--- src/rtl/psg_bus_pkg.sv ---
// Package: shared operation type for the sound-generator bus interface.
// Assumes a 3-bit control code ordered {bdir, bc2, bc1}.
package psg_bus_pkg;
    typedef enum logic [1:0] {
        OP_IDLE  = 2'd0,
        OP_LATCH = 2'd1,
        OP_READ  = 2'd2,
        OP_WRITE = 2'd3
    } bus_op_e;
endpackage

--- src/rtl/psg_ctl_decode.sv ---
// Module: maps the three bus-control lines to one operation.
// Assumes the lines are stable around the sampling edge; purely combinational.
module psg_ctl_decode
    import psg_bus_pkg::*;
(
    input  logic    bdir,
    input  logic    bc2,
    input  logic    bc1,
    output bus_op_e op
);
    logic [2:0] code;
    assign code = {bdir, bc2, bc1};

    // Purpose: decode the code; three codes alias to capture, three to idle.
    always_comb begin
        unique case (code)
            3'b001, 3'b100, 3'b111: op = OP_LATCH;
            3'b011:                 op = OP_READ;
            3'b110:                 op = OP_WRITE;
            default:                op = OP_IDLE;
        endcase
    end
endmodule

--- src/rtl/psg_addr_latch.sv ---
// Module: holds the register index and the chip-select flag.
// Assumes the low IDX_W bus bits carry the index and the rest carry the chip tag.
module psg_addr_latch
    import psg_bus_pkg::*;
#(
    parameter int            DATA_W    = 8,
    parameter int            IDX_W     = 4,
    parameter logic [DATA_W-IDX_W-1:0] CHIP_ADDR = '0,
    parameter logic          AUX_LEVEL = 1'b0
) (
    input  logic              clk,
    input  logic              rst_n,
    input  bus_op_e           op,
    input  logic [DATA_W-1:0] bus_in,
    input  logic              aux_addr,
    output logic [IDX_W-1:0]  idx_q,
    output logic              sel_q
);
    localparam int TAG_W = DATA_W - IDX_W;

    logic [TAG_W-1:0] tag;
    logic             hit;

    assign tag = bus_in[DATA_W-1:IDX_W];
    assign hit = (tag == CHIP_ADDR) && (aux_addr == AUX_LEVEL);

    // Purpose: capture index and select flag on an address-capture operation.
    always_ff @(posedge clk) begin
        if (!rst_n) begin
            idx_q <= '0;
            sel_q <= 1'b0;
        end else if (op == OP_LATCH) begin
            idx_q <= bus_in[IDX_W-1:0];
            sel_q <= hit;
        end
    end
endmodule

--- src/rtl/psg_reg_file.sv ---
// Module: register array with one write port and one combinational read port.
// Assumes the write enable is already qualified by chip select.
module psg_reg_file #(
    parameter int DATA_W = 8,
    parameter int IDX_W  = 4
) (
    input  logic              clk,
    input  logic              rst_n,
    input  logic              wr_en,
    input  logic [IDX_W-1:0]  idx,
    input  logic [DATA_W-1:0] wr_data,
    output logic [DATA_W-1:0] rd_data
);
    localparam int NREGS = 1 << IDX_W;

    logic [DATA_W-1:0] mem [NREGS];

    for (genvar g = 0; g < NREGS; g++) begin : g_entry
        // Purpose: clear on reset, load when this entry is written.
        always_ff @(posedge clk) begin
            if (!rst_n)
                mem[g] <= '0;
            else if (wr_en && (idx == IDX_W'(g)))
                mem[g] <= wr_data;
        end
    end

    // Purpose: present the indexed entry.
    assign rd_data = mem[idx];
endmodule

--- src/rtl/psg_bus_if.sv ---
// Module: top of the CPU-side bus interface of the sound generator.
// Assumes the shared bus is split into bus_in, bus_out and bus_oe for a pad.
module psg_bus_if
    import psg_bus_pkg::*;
#(
    parameter int   DATA_W    = 8,
    parameter int   IDX_W     = 4,
    parameter logic [DATA_W-IDX_W-1:0] CHIP_ADDR = '0,
    parameter logic AUX_LEVEL = 1'b0
) (
    input  logic              clk,
    input  logic              rst_n,
    input  logic              bdir,
    input  logic              bc2,
    input  logic              bc1,
    input  logic              aux_addr,
    input  logic [DATA_W-1:0] bus_in,
    output logic [DATA_W-1:0] bus_out,
    output logic              bus_oe
);
    bus_op_e           op;
    logic [IDX_W-1:0]  idx_q;
    logic              sel_q;
    logic              wr_en;

    psg_ctl_decode u_dec (
        .bdir (bdir),
        .bc2  (bc2),
        .bc1  (bc1),
        .op   (op)
    );

    psg_addr_latch #(
        .DATA_W    (DATA_W),
        .IDX_W     (IDX_W),
        .CHIP_ADDR (CHIP_ADDR),
        .AUX_LEVEL (AUX_LEVEL)
    ) u_addr (
        .clk      (clk),
        .rst_n    (rst_n),
        .op       (op),
        .bus_in   (bus_in),
        .aux_addr (aux_addr),
        .idx_q    (idx_q),
        .sel_q    (sel_q)
    );

    // Purpose: qualify the write with chip select.
    assign wr_en = (op == OP_WRITE) && sel_q;

    psg_reg_file #(
        .DATA_W (DATA_W),
        .IDX_W  (IDX_W)
    ) u_regs (
        .clk     (clk),
        .rst_n   (rst_n),
        .wr_en   (wr_en),
        .idx     (idx_q),
        .wr_data (bus_in),
        .rd_data (bus_out)
    );

    // Purpose: drive the bus only for a selected read.
    assign bus_oe = (op == OP_READ) && sel_q;
endmodule

--- config.mk ---
export PLATFORM = sky130hd
export DESIGN_NAME = psg_bus_if
export DESIGN_NICKNAME = d
export VERILOG_FILES = /design/src/rtl/psg_bus_pkg.sv /design/src/rtl/psg_ctl_decode.sv /design/src/rtl/psg_addr_latch.sv /design/src/rtl/psg_reg_file.sv /design/src/rtl/psg_bus_if.sv
export SDC_FILE = /design/constraint.sdc
export NUM_CORES = 1
export LEC_CHECK = 0
export BUFFER_PORTS_ARGS = -buffer_cell sky130_fd_sc_hd__clkbuf_2
export CAP_MARGIN = 20
export CORE_UTILIZATION = 40
export CTS_CLUSTER_SIZE = 30
export DETAILED_ROUTE_END_ITERATION = 8
export MAX_ROUTING_LAYER = met4
export SLEW_MARGIN = 20
export SYNTH_ARGS = -nofsm -noshare
export SYNTH_HDL_FRONTEND = slang
export SYNTH_SLANG_ARGS = --single-unit
--- constraint.sdc ---
create_clock -name clk -period 2.79 [get_ports clk]
set_clock_uncertainty 0.05 [all_clocks]
set_input_delay 0.558 -clock clk [delete_from_list [all_inputs] [get_ports clk]]
set_output_delay 0.558 -clock clk [all_outputs]
set_load 0.02 [all_outputs]
==> results of run 1 <==
per-layer routing:
layer  track usage  wire, um  up-vias
met3       0.05178      1077       13
li1              -         -     1732
met1        0.2900      6952     1987
met5             -         0        -
met4       0.06743       200        0
met2        0.3086      7016      158
final timing paths:
path	startpoint	end	slack [ns]	cells after the start
setup / recovery	flip-flop	bus_out[5]	0.08	5
hold / removal	aux_addr	u_addr.sel_q$_SDFFE_PN0N_	0.45	4
setup reg to reg	u_addr.idx_q[0]$_SDFFE_PN0N_	u_regs.mem[13][0]$_SDFFCE_PN0P_	0.90	5
hold reg to reg	u_addr.sel_q$_SDFFE_PN0N_	u_addr.sel_q$_SDFFE_PN0N_	0.47	2
cell type report:
class,count,area [um2]
clock inverters,13,87.58
flip-flops and latches,137,4025
clock buffers,18,429.2
multi-input cells,273,1913
repair buffers,58,435.4
fillers,1307,7579
well taps,184,230.2
critical path, delay by kind of cell (launching register included):
kind,cells,cell delay (ns)
flops,1,0.39
buf+inv,2,0.37
mux,1,0.58
compound gates,1,0.25
simple gates,1,0.09
cells by family after synthesis:
logic type / after synthesis
multiplexers: 36
AO/OA/AOI/OAI: 34
AND/OR/NAND/NOR: 202
buffers and inverters: 29
flip-flops: 137
XOR/XNOR: 1
stage by stage:
step	util	power [mW]	hold WS (ns)	instances	setup slack (ns)
after detailed placement	0.4462	2.763	0.4662	651	0.4376
after global placement	0.4462	2.759	0.4506	651	0.4073
final	0.4844	4.722	0.4500	683	0.07911
after floorplan	-	2.608	0.4218	439	0.6210
after CTS	0.4824	4.727	0.4361	682	0.0006675
after global routing	0.4844	4.863	0.4552	683	0.005690
cell usage after synthesis, drive strengths merged (4+ instances only):
cell type / n / share of area
a22oi: 16 / 0.020
nand2: 26 / 0.016
dfxtp: 9 / 0.030
nor2: 131 / 0.081
edfxtp: 128 / 0.63
mux4: 32 / 0.13
nand3: 22 / 0.018
nor2b: 8 / 0.0082
buf: 7 / 0.0093
mux2i: 4 / 0.0066
o21ai: 16 / 0.013
clkbuf: 19 / 0.012
placed cells by master, fill, tap and decap left out, types with 6 or more instances in the layout:
master / n
sky130_fd_sc_hd__clkinv_1: 6
sky130_fd_sc_hd__edfxtp_1: 128
sky130_fd_sc_hd__mux4_1: 14
sky130_fd_sc_hd__clkbuf_16: 18
sky130_fd_sc_hd__clkbuf_2: 22
sky130_fd_sc_hd__nand3_1: 22
sky130_fd_sc_hd__a22oi_1: 12
sky130_fd_sc_hd__buf_4: 32
sky130_fd_sc_hd__o21ai_0: 16
sky130_fd_sc_hd__nor2_1: 131
sky130_fd_sc_hd__nand2_1: 26
sky130_fd_sc_hd__mux4_2: 18
sky130_fd_sc_hd__dfxtp_1: 8
sky130_fd_sc_hd__nor2b_1: 8
state kept, by name, indices dropped and copies added (netlist names), named ones only:
register / cells
u_regs.mem: 128
u_addr.idx_q: 4
u_addr.sel_q: 1
power by group through the flow:
stage	clock, mW	sequential (mW)	combinational (mW)
3_3_place_gp	0	2.38	0.378
3_5_place_dp	0	2.38	0.378
2_1_floorplan	0	2.37	0.243
5_1_grt	2.10	2.35	0.414
6_report	1.99	2.34	0.390
4_1_cts	2.00	2.34	0.384
what timing repair did:
action                     CTS  global route
gates cloned                 0             1
gates resized for setup      3             1
setup endpoints to repair    3             5
setup buffers                0             0
==> impl_metrics.json, run 1 <==
{
  "tritoncts": "done",
  "power_per_standard_cell_area_nw_per_um2": 663.1,
  "worst_ep_required_time_ns": 2.18,
  "synth.avg_cell_area_um2": 13.84,
  "layout.cell_area.non_filler_um2": 7121,
  "timing.critical_path.cells": "buf_12 -> mux4_1 -> a22oi_1 -> nand2_1 -> clkbuf_2",
  "number_of_flops_mapped_to_enable_cells_by_yosys": 128,
  "htree_levels": 4,
  "layout.nets": 501,
  "setup_viol": 0,
  "holdCritPathClass": "primary input to flip-flop",
  "initialDrtViolationCount": 425,
  "worstSetupStartpointType": "flip-flop",
  "tritoncts.num_buffers": 17,
  "remaining_antenna_violation_count_after_routing": 0,
  "yosys.area_share.adder": 0,
  "worst_slew_pin_slew_ns": 0.7517,
  "yosysSeqAreaShare": 0.6624,
  "outcome": "finished, violations left",
  "switching_power_mw": 1.063,
  "synthDistinctLibCells": 30,
  "xor_xnor_cell_area_share_of_the_yosys_netlist": 0.001442,
  "synth.ff_latch_count": 137,
  "arrival_time_at_the_worst_endpoint_ns": 2.10,
  "clk_pin_slew_worst_paths_ns": 0.05,
  "via_count_of_the_first_global_routing_pass": 3858,
  "clock-root-buffer": "sky130_fd_sc_hd__clkbuf_16",
  "routed_wirelength_um": 15250,
  "failed_checks": "design-rule violations",
  "p_comb_frac": 0.083,
  "max_slew_margin": 0.4989,
  "clock_power_share": 0.421,
  "clock_path_buffers": 2,
  "period_needed_ns": 2.711,
  "die_area_um2": 15680,
  "synthesis.yosys.warnings": 0,
  "critPathMaxFanout": 16,
  "synth.cell_area_um2": 6075,
  "timing.final.crit_share": 0.9716,
  "crit_type": "flip-flop to output pin",
  "insertedDiodeCount": 0,
  "compound_gate_portion_of_the_synthesized_area": 0.03563,
  "core_area_um2": 14700,
  "globalRouteTotalUtil": 0.2110,
  "sw_frac_of_total": 0.2252,
  "final-hold-violation-count": 0,
  "starting_density": 0.4133,
  "fraction_of_power_consumed_by_sequential_logic": 0.496,
  "portBuffers": 22,
  "dpl-instance-area_um2": 6559,
  "synth_simple_gate_area_frac": 0.1407,
  "synth_top_family_by_area": "simple AND/OR/NAND/NOR gates",
  "global_route.overflow_total": 0,
  "via_per_inst": 5.695,
  "hold_buffers": 0,
  "yosys-mux-area-fraction": 0.1339,
  "setup-tns-final_ns": 0,
  "drt-wirelength-per-cell_um": 22.32,
  "drt_pre_antenna_iters": 7,
  "endpoint_kind": "output pin",
  "layout_cells_sized_above_1": 0.2144,
  "boundaryPins": 23,
  "detailroute.via_count": 3890,
  "report.final.slew_viol_count": 0,
  "internal-power_mw": 3.658,
  "ys.flop_type": "sky130_fd_sc_hd__edfxtp_1",
  "delay_of_the_slowest_cell_on_the_worst_path_ns": 0.58,
  "syn-num-nets": 453,
  "gpl.final_weighted_congestion": 0.7991,
  "antenna_found_initial": 0,
  "peak_vdd_ir_mv": 0.4287,
  "max_freq_mhz": 368.9,
  "grt_start_max_net_pins": 42,
  "synth-async-reset-ratio": 0,
  "layout-area-overhead-vs-synth_pct": 17.22,
  "rsz0062_at_grt": "true",
  "cellLeakagePower_nw": 2.439,
  "worst_path_max_delay_cell": "sky130_fd_sc_hd__mux4_1",
  "number_of_standard_cells_after_synthesis": 439,
  "clk_latency_worst_skew_pair_ns": 0.41,
  "rows": 44,
  "detailedPlacementHpwl_um": 9726,
  "die_h_um": 125.2,
  "die_width_um": 125.2,
  "grt_first_pass_wirelength_um": 23110,
  "max_cap_viol_count": 0,
  "clock_sink_count": 137,
  "route.detailed.drc": 2
}
No activity file was read; power rests on OpenSTA's default activity.
==> run 2: changes to the inputs <==
--- a/config.mk
+++ b/config.mk
@@ -7,10 +7,14 @@
 export LEC_CHECK = 0
 export BUFFER_PORTS_ARGS = -buffer_cell sky130_fd_sc_hd__clkbuf_2
 export CAP_MARGIN = 20
+export CELL_PAD_IN_SITES_DETAIL_PLACEMENT = 0
+export CELL_PAD_IN_SITES_GLOBAL_PLACEMENT = 2
+export CORE_MARGIN = 2
 export CORE_UTILIZATION = 40
 export CTS_CLUSTER_SIZE = 30
 export DETAILED_ROUTE_END_ITERATION = 8
 export MAX_ROUTING_LAYER = met4
+export PLACE_DENSITY_LB_ADDON = 0.1
 export SLEW_MARGIN = 20
 export SYNTH_ARGS = -nofsm -noshare
 export SYNTH_HDL_FRONTEND = slang
==> run 2 against run 1 <==
Compared with the run above: the run now ends clean; cell count increased by 0.29%; largest cell class unchanged; fmax is 0.11% higher; wire length increased by 5.2%; count of clock-buffer cells in the layout grew 2.
==> impl_metrics.json, run 2 (same netlist as run 1, synthesis figures left out) <==
{
  "outcome": "completed",
  "registers_with_the_highest_flip_flop_counts": "u_regs.mem: 128 flops, u_addr.idx_q: 4 flops, u_addr.sel_q: 1 flops",
  "routed_wirelength_um": 16030,
  "holdCritPathClass": "primary input to flip-flop",
  "regArea_um2": 4025,
  "die_width_um": 127.2,
  "cellLeakagePower_nw": 2.421,
  "timing.critical_path.cells": "buf_12 -> mux4_1 -> a22oi_1 -> nand2_1 -> clkbuf_2",
  "layout.cells.most_common": "sky130_fd_sc_hd__nor2_1",
  "detailroute.via_count": 3743,
  "sw_frac_of_total": 0.2277,
  "portBuffers": 22,
  "critPathMaxFanout": 23,
  "max_ffs_per_register": 128,
  "endpoint_kind": "output pin",
  "tritoncts": "done",
  "via_count_of_the_first_global_routing_pass": 3876,
  "globalRouteTotalUtil": 0.2229,
  "most-common-layout-cells": "sky130_fd_sc_hd__nor2_1, sky130_fd_sc_hd__edfxtp_1, sky130_fd_sc_hd__buf_4, sky130_fd_sc_hd__nand2_1",
  "p_comb_frac": 0.083,
  "fraction_of_power_consumed_by_sequential_logic": 0.493,
  "max_slew_margin": 0.5189,
  "grt_start_max_net_pins": 39,
  "drt_pre_antenna_iters": 4,
  "switching_power_mw": 1.080,
  "worst_ep_required_time_ns": 2.18,
  "hold_buffers": 0,
  "internal-power_mw": 3.664,
  "timing.final.crit_share": 0.9706,
  "global_route.overflow_total": 0,
  "placed_cells": 653,
  "route.detailed.drc": 0,
  "gpl.final_weighted_congestion": 0.7544,
  "final-hold-violation-count": 0,
  "worstSetupStartpointType": "flip-flop",
  "die_area_um2": 16190,
  "drt-wirelength-per-cell_um": 23.41,
  "rsz0062_at_grt": "true",
  "remaining_antenna_violation_count_after_routing": 0,
  "initialDrtViolationCount": 453,
  "layout-area-overhead-vs-synth_pct": 16.85,
  "tritoncts.num_buffers": 17,
  "final.hold.worst_slack_ns": 0.4457,
  "starting_density": 0.4041,
  "peak_vdd_ir_mv": 0.4284,
  "layout.nets": 498,
  "core_area_um2": 15030,
  "insertedDiodeCount": 0,
  "arrival_time_at_the_worst_endpoint_ns": 2.10,
  "crit_type": "flip-flop to output pin",
  "period_needed_ns": 2.708,
  "boundaryPins": 23,
  "largest_register": "u_regs.mem",
  "rows": 45,
  "via_per_inst": 5.464,
  "power_per_standard_cell_area_nw_per_um2": 668.4,
  "stdcell_count": 685,
  "clock-root-buffer": "sky130_fd_sc_hd__clkbuf_16",
  "htree_levels": 4,
  "multiInputGateArea_um2": 1918,
  "setup_viol": 0,
  "worst_path_max_delay_cell": "sky130_fd_sc_hd__mux4_1",
  "report.final.slew_viol_count": 0,
  "max_cap_viol_count": 0,
  "worst_slew_pin_slew_ns": 0.7216,
  "cts.repair_timing.setup_buffer_count": 0,
  "clock_power_share": 0.423,
  "antenna_found_initial": 0,
  "layout.filler_cells": 1376,
  "clk_latency_worst_skew_pair_ns": 0.42,
  "clock_sink_count": 137,
  "delay_of_the_slowest_cell_on_the_worst_path_ns": 0.65,
  "die_h_um": 127.2,
  "max_freq_mhz": 369.3,
  "clock_path_buffers": 2,
  "detailedPlacementHpwl_um": 10140,
  "clk_pin_slew_worst_paths_ns": 0.06,
  "layout_cells_sized_above_1": 0.2113,
  "grt_first_pass_wirelength_um": 24500
}
==> run 2: cell count changes in the layout (fill, tap and decap cells not counted), sizes merged <==
cell / before / now
clkinv: 10 / 9
buf: 35 / 33
clkbuf: 41 / 42
==> run 2: path summary, 6_finish.rpt <==
| kind | startpoint | endpoint | slack, ns | depth (start not counted) |
|---|---|---|---|---|
| max reg2reg | u_addr.idx_q[0]$_SDFFE_PN0N_ | u_regs.mem[10][1]$_SDFFCE_PN0P_ | 0.98 | 5 |
| min | aux_addr | u_addr.sel_q$_SDFFE_PN0N_ | 0.45 | 4 |
| min reg2reg | u_addr.sel_q$_SDFFE_PN0N_ | u_addr.sel_q$_SDFFE_PN0N_ | 0.49 | 2 |
| max | flip-flop | bus_out[1] | 0.08 | 5 |
==> run 2: repair_timing <==
item,4_1_cts,5_1_grt
resized for setup,3,3
endpoints found under the setup margin,4,5
endpoints found under the hold margin,0,0
cloned,0,0
==> run 2: stage by stage <==
step	power [mW]	cell area (um2)	utilization	setup WS (ns)	setup TNS [ns]
after floorplan	2.608	6075	-	0.6210	0
after global placement	2.770	6549	0.4356	0.4250	0
after detailed placement	2.776	6549	0.4356	0.4232	0
after CTS	4.773	7083	0.4712	0.005600	0
after global routing	4.904	7098	0.4722	-0.02631	-0.03281
final	4.745	7098	0.4722	0.08214	0
==> run 2: layout make-up <==
cell class | instances | share of cell area
multi-input combinational | 273 | 0.2702
timing repair buffer | 55 | 0.05623
tap | 188 | 0.03314
clock buffer | 20 | 0.06152
sequential | 137 | 0.5671
clock inverter | 12 | 0.01181
==> run 2: per-layer routing <==
metal	track usage	up-vias	share of wire
met5	-	-	0
li1	-	1726	-
met3	0.05025	24	0.045
met2	0.3460	87	0.48
met4	0.07498	0	0.020
met1	0.2938	1906	0.45
==> run 2: critical path: cells and delay by family, from the launching register on <==
family	cells	cell delay [ns]
compound gates	1	0.21
flops	1	0.35
simple gates	1	0.08
mux	1	0.65
buf+inv	2	0.38
==> run 2: power by group through the flow <==
stage	Sequential [mW]	Clock, mW	Combinational (mW)
final	2.34	2.01	0.396
after global routing	2.35	2.13	0.425
after CTS	2.34	2.03	0.398
after detailed placement	2.38	0	0.394
after global placement	2.38	0	0.391
after floorplan	2.37	0	0.243
==> run 3: changes to the inputs <==
--- a/config.mk
+++ b/config.mk
@@ -14,7 +14,7 @@
 export CTS_CLUSTER_SIZE = 30
 export DETAILED_ROUTE_END_ITERATION = 8
 export MAX_ROUTING_LAYER = met4
-export PLACE_DENSITY_LB_ADDON = 0.1
+export PLACE_DENSITY_LB_ADDON = 0.12
 export SLEW_MARGIN = 20
 export SYNTH_ARGS = -nofsm -noshare
 export SYNTH_HDL_FRONTEND = slang
==> run 3 against run 2 <==
Compared with the run above: sequential cell count is the same; total power shrank 0.12%; cell area grew 0.28%; core utilization grew 0.13 points; non-clock buffer count grew 3; via count grew 0.99%; critical path depth is the same; clock power is essentially flat; fmax grew 0.23%.
==> impl_metrics.json, run 3 (same netlist as run 1, synthesis figures left out) <==
{
  "remaining_antenna_violation_count_after_routing": 0,
  "crit-reg2reg-launch": "u_addr.idx_q[0]$_SDFFE_PN0N_",
  "internal-power_mw": 3.674,
  "detailroute.via_count": 3780,
  "total_power_mw": 4.739,
  "tritoncts": "done",
  "regArea_um2": 4025,
  "portBuffers": 22,
  "max_freq_mhz": 370.1,
  "tritoncts.num_buffers": 17,
  "delay_of_the_slowest_cell_on_the_worst_path_ns": 0.52,
  "max_ffs_per_register": 128,
  "met1_usage": 0.3073,
  "die_width_um": 127.2,
  "sw_frac_of_total": 0.2247,
  "fraction_of_power_consumed_by_sequential_logic": 0.494,
  "largest_register": "u_regs.mem",
  "r2r_end": "u_regs.mem[6][1]$_SDFFCE_PN0P_",
  "clock_path_buffers": 2,
  "route.detailed.drc": 0,
  "die_area_um2": 16190,
  "grt_use_met2": 0.3134,
  "crit_type": "flip-flop to output pin",
  "clock_power_share": 0.422,
  "layout-area-overhead-vs-synth_pct": 17.18,
  "final.hold.worst_slack_ns": 0.4529,
  "holdCritPathClass": "primary input to flip-flop",
  "cellLeakagePower_nw": 2.440,
  "clock_sink_count": 137,
  "drt_pre_antenna_iters": 5,
  "boundaryPins": 23,
  "placed_cells": 656,
  "multiInputGateArea_um2": 1918,
  "hold_start": "aux_addr",
  "clock-root-buffer": "sky130_fd_sc_hd__clkbuf_16",
  "initialDrtViolationCount": 405,
  "worstHoldPathCells": 4,
  "period_needed_ns": 2.702,
  "setup_ws_ns": 0.08836,
  "global_route.usage.met3": 0.04104,
  "insertedDiodeCount": 0,
  "final-hold-violation-count": 0,
  "critPathMaxFanout": 19,
  "layout.filler_cells": 1364,
  "grt_first_pass_wirelength_um": 23940,
  "grt_busiest_layer": "met2",
  "registers_with_the_highest_flip_flop_counts": "u_regs.mem: 128 flops, u_addr.idx_q: 4 flops, u_addr.sel_q: 1 flops",
  "switching_power_mw": 1.065,
  "worstSetupStartpointType": "flip-flop",
  "routed_wirelength_um": 15740,
  "timing.critical_path.cells": "buf_12 -> mux4_2 -> a22oi_1 -> nand2_1 -> clkbuf_2",
  "worst-r2r-setup-slack_ns": 0.92,
  "peak_vdd_ir_mv": 0.3473,
  "globalRouteTotalUtil": 0.2152,
  "layout_cells_sized_above_1": 0.2220,
  "antenna_found_initial": 0,
  "cts.repair.resized": 0,
  "cts.repair_timing.setup_buffer_count": 0,
  "gpl.final_weighted_congestion": 0.7752,
  "stdcell_count": 688,
  "worst_path_max_delay_cell": "sky130_fd_sc_hd__mux4_2",
  "via_per_inst": 5.494,
  "global_route.overflow_total": 0,
  "max_slew_margin": 0.5927,
  "outcome": "completed",
  "timing.final.crit_share": 0.9683,
  "die_h_um": 127.2,
  "hold_buffers": 0,
  "p_comb_frac": 0.084,
  "worstHoldEndpoint": "u_addr.sel_q$_SDFFE_PN0N_",
  "arrival_time_at_the_worst_endpoint_ns": 2.09,
  "most-common-layout-cells": "sky130_fd_sc_hd__nor2_1, sky130_fd_sc_hd__edfxtp_1, sky130_fd_sc_hd__buf_4, sky130_fd_sc_hd__nand2_1",
  "max_cap_viol_count": 0,
  "layout.nets": 501,
  "core_area_um2": 15030,
  "worst_ep_required_time_ns": 2.18,
  "detailedPlacementHpwl_um": 10380,
  "worstRegToRegCells": 4,
  "starting_density": 0.4041,
  "worst_slew_pin_slew_ns": 0.6109,
  "drt-wirelength-per-cell_um": 22.88,
  "endpoint_kind": "output pin",
  "rows": 45,
  "htree_levels": 4,
  "setup-tns-final_ns": 0,
  "pre_cts_ws_ns": 0.4516,
  "grt_start_max_net_pins": 37,
  "power_per_standard_cell_area_nw_per_um2": 665.7,
  "setup_viol": 0,
  "via_count_of_the_first_global_routing_pass": 3752,
  "clk_latency_worst_skew_pair_ns": 0.41,
  "layout.cells.most_common": "sky130_fd_sc_hd__nor2_1",
  "report.final.slew_viol_count": 0,
  "clk_pin_slew_worst_paths_ns": 0.06
}
run 3: cell count changes in the layout (fill, tap and decap cells not counted):
cell	delta
sky130_fd_sc_hd__clkinvlp_4	-1
sky130_fd_sc_hd__buf_6	-1
sky130_fd_sc_hd__clkinv_1	-4
sky130_fd_sc_hd__clkbuf_1	+1
sky130_fd_sc_hd__buf_4	+4
sky130_fd_sc_hd__clkinv_2	+4
run 3: power groups by stage:
stage	clock, mW	sequential, mW	combinational, mW
floorplan	0	2.37	0.243
global placement	0	2.38	0.395
detailed placement	0	2.38	0.395
CTS	2.02	2.34	0.396
global route	2.11	2.35	0.428
finish	2.00	2.34	0.396
run 3: layer usage:
metal,part of all wire,wire [um],vias up
met5,0,0,-
met4,0.020,310,0
met3,0.067,1059,18
met2,0.46,7218,152
met1,0.45,7153,1878
li1,-,-,1732
run 3: per-stage QoR:
stage,util,instance area (um2)
after floorplan,-,6075
after global placement,0.4371,6571
after detailed placement,0.4371,6571
after CTS,0.4718,7093
after global routing,0.4735,7118
final,0.4735,7118
run 3: critical path, delay by kind of cell (launching register included):
family	cells	cell delay (ns)
multiplexers	1	0.52
flip-flops	1	0.37
buffers and inverters	2	0.37
AO/OA/AOI/OAI	1	0.27
AND/OR/NAND/NOR	1	0.12
run 3: area by class of cell:
class | count | share of cell area
clock buffers | 21 | 0.06187
multi-input cells | 273 | 0.2695
well taps | 188 | 0.03305
repair buffers | 58 | 0.05871
clock inverters | 11 | 0.01143
flip-flops and latches | 137 | 0.5655
run 3: how the worst max path moves through the flow:
stage               depth (start not counted)                         endpoint  slack, ns
detailed placement                          5                       bus_out[4]       0.45
global route                                5                       bus_out[7]     -0.001
global placement                            5                       bus_out[7]       0.46
CTS                                         5                       bus_out[4]      0.006
finish                                      5                       bus_out[7]       0.09
floorplan                                   4  u_regs.mem[15][0]$_SDFFCE_PN0P_       0.62
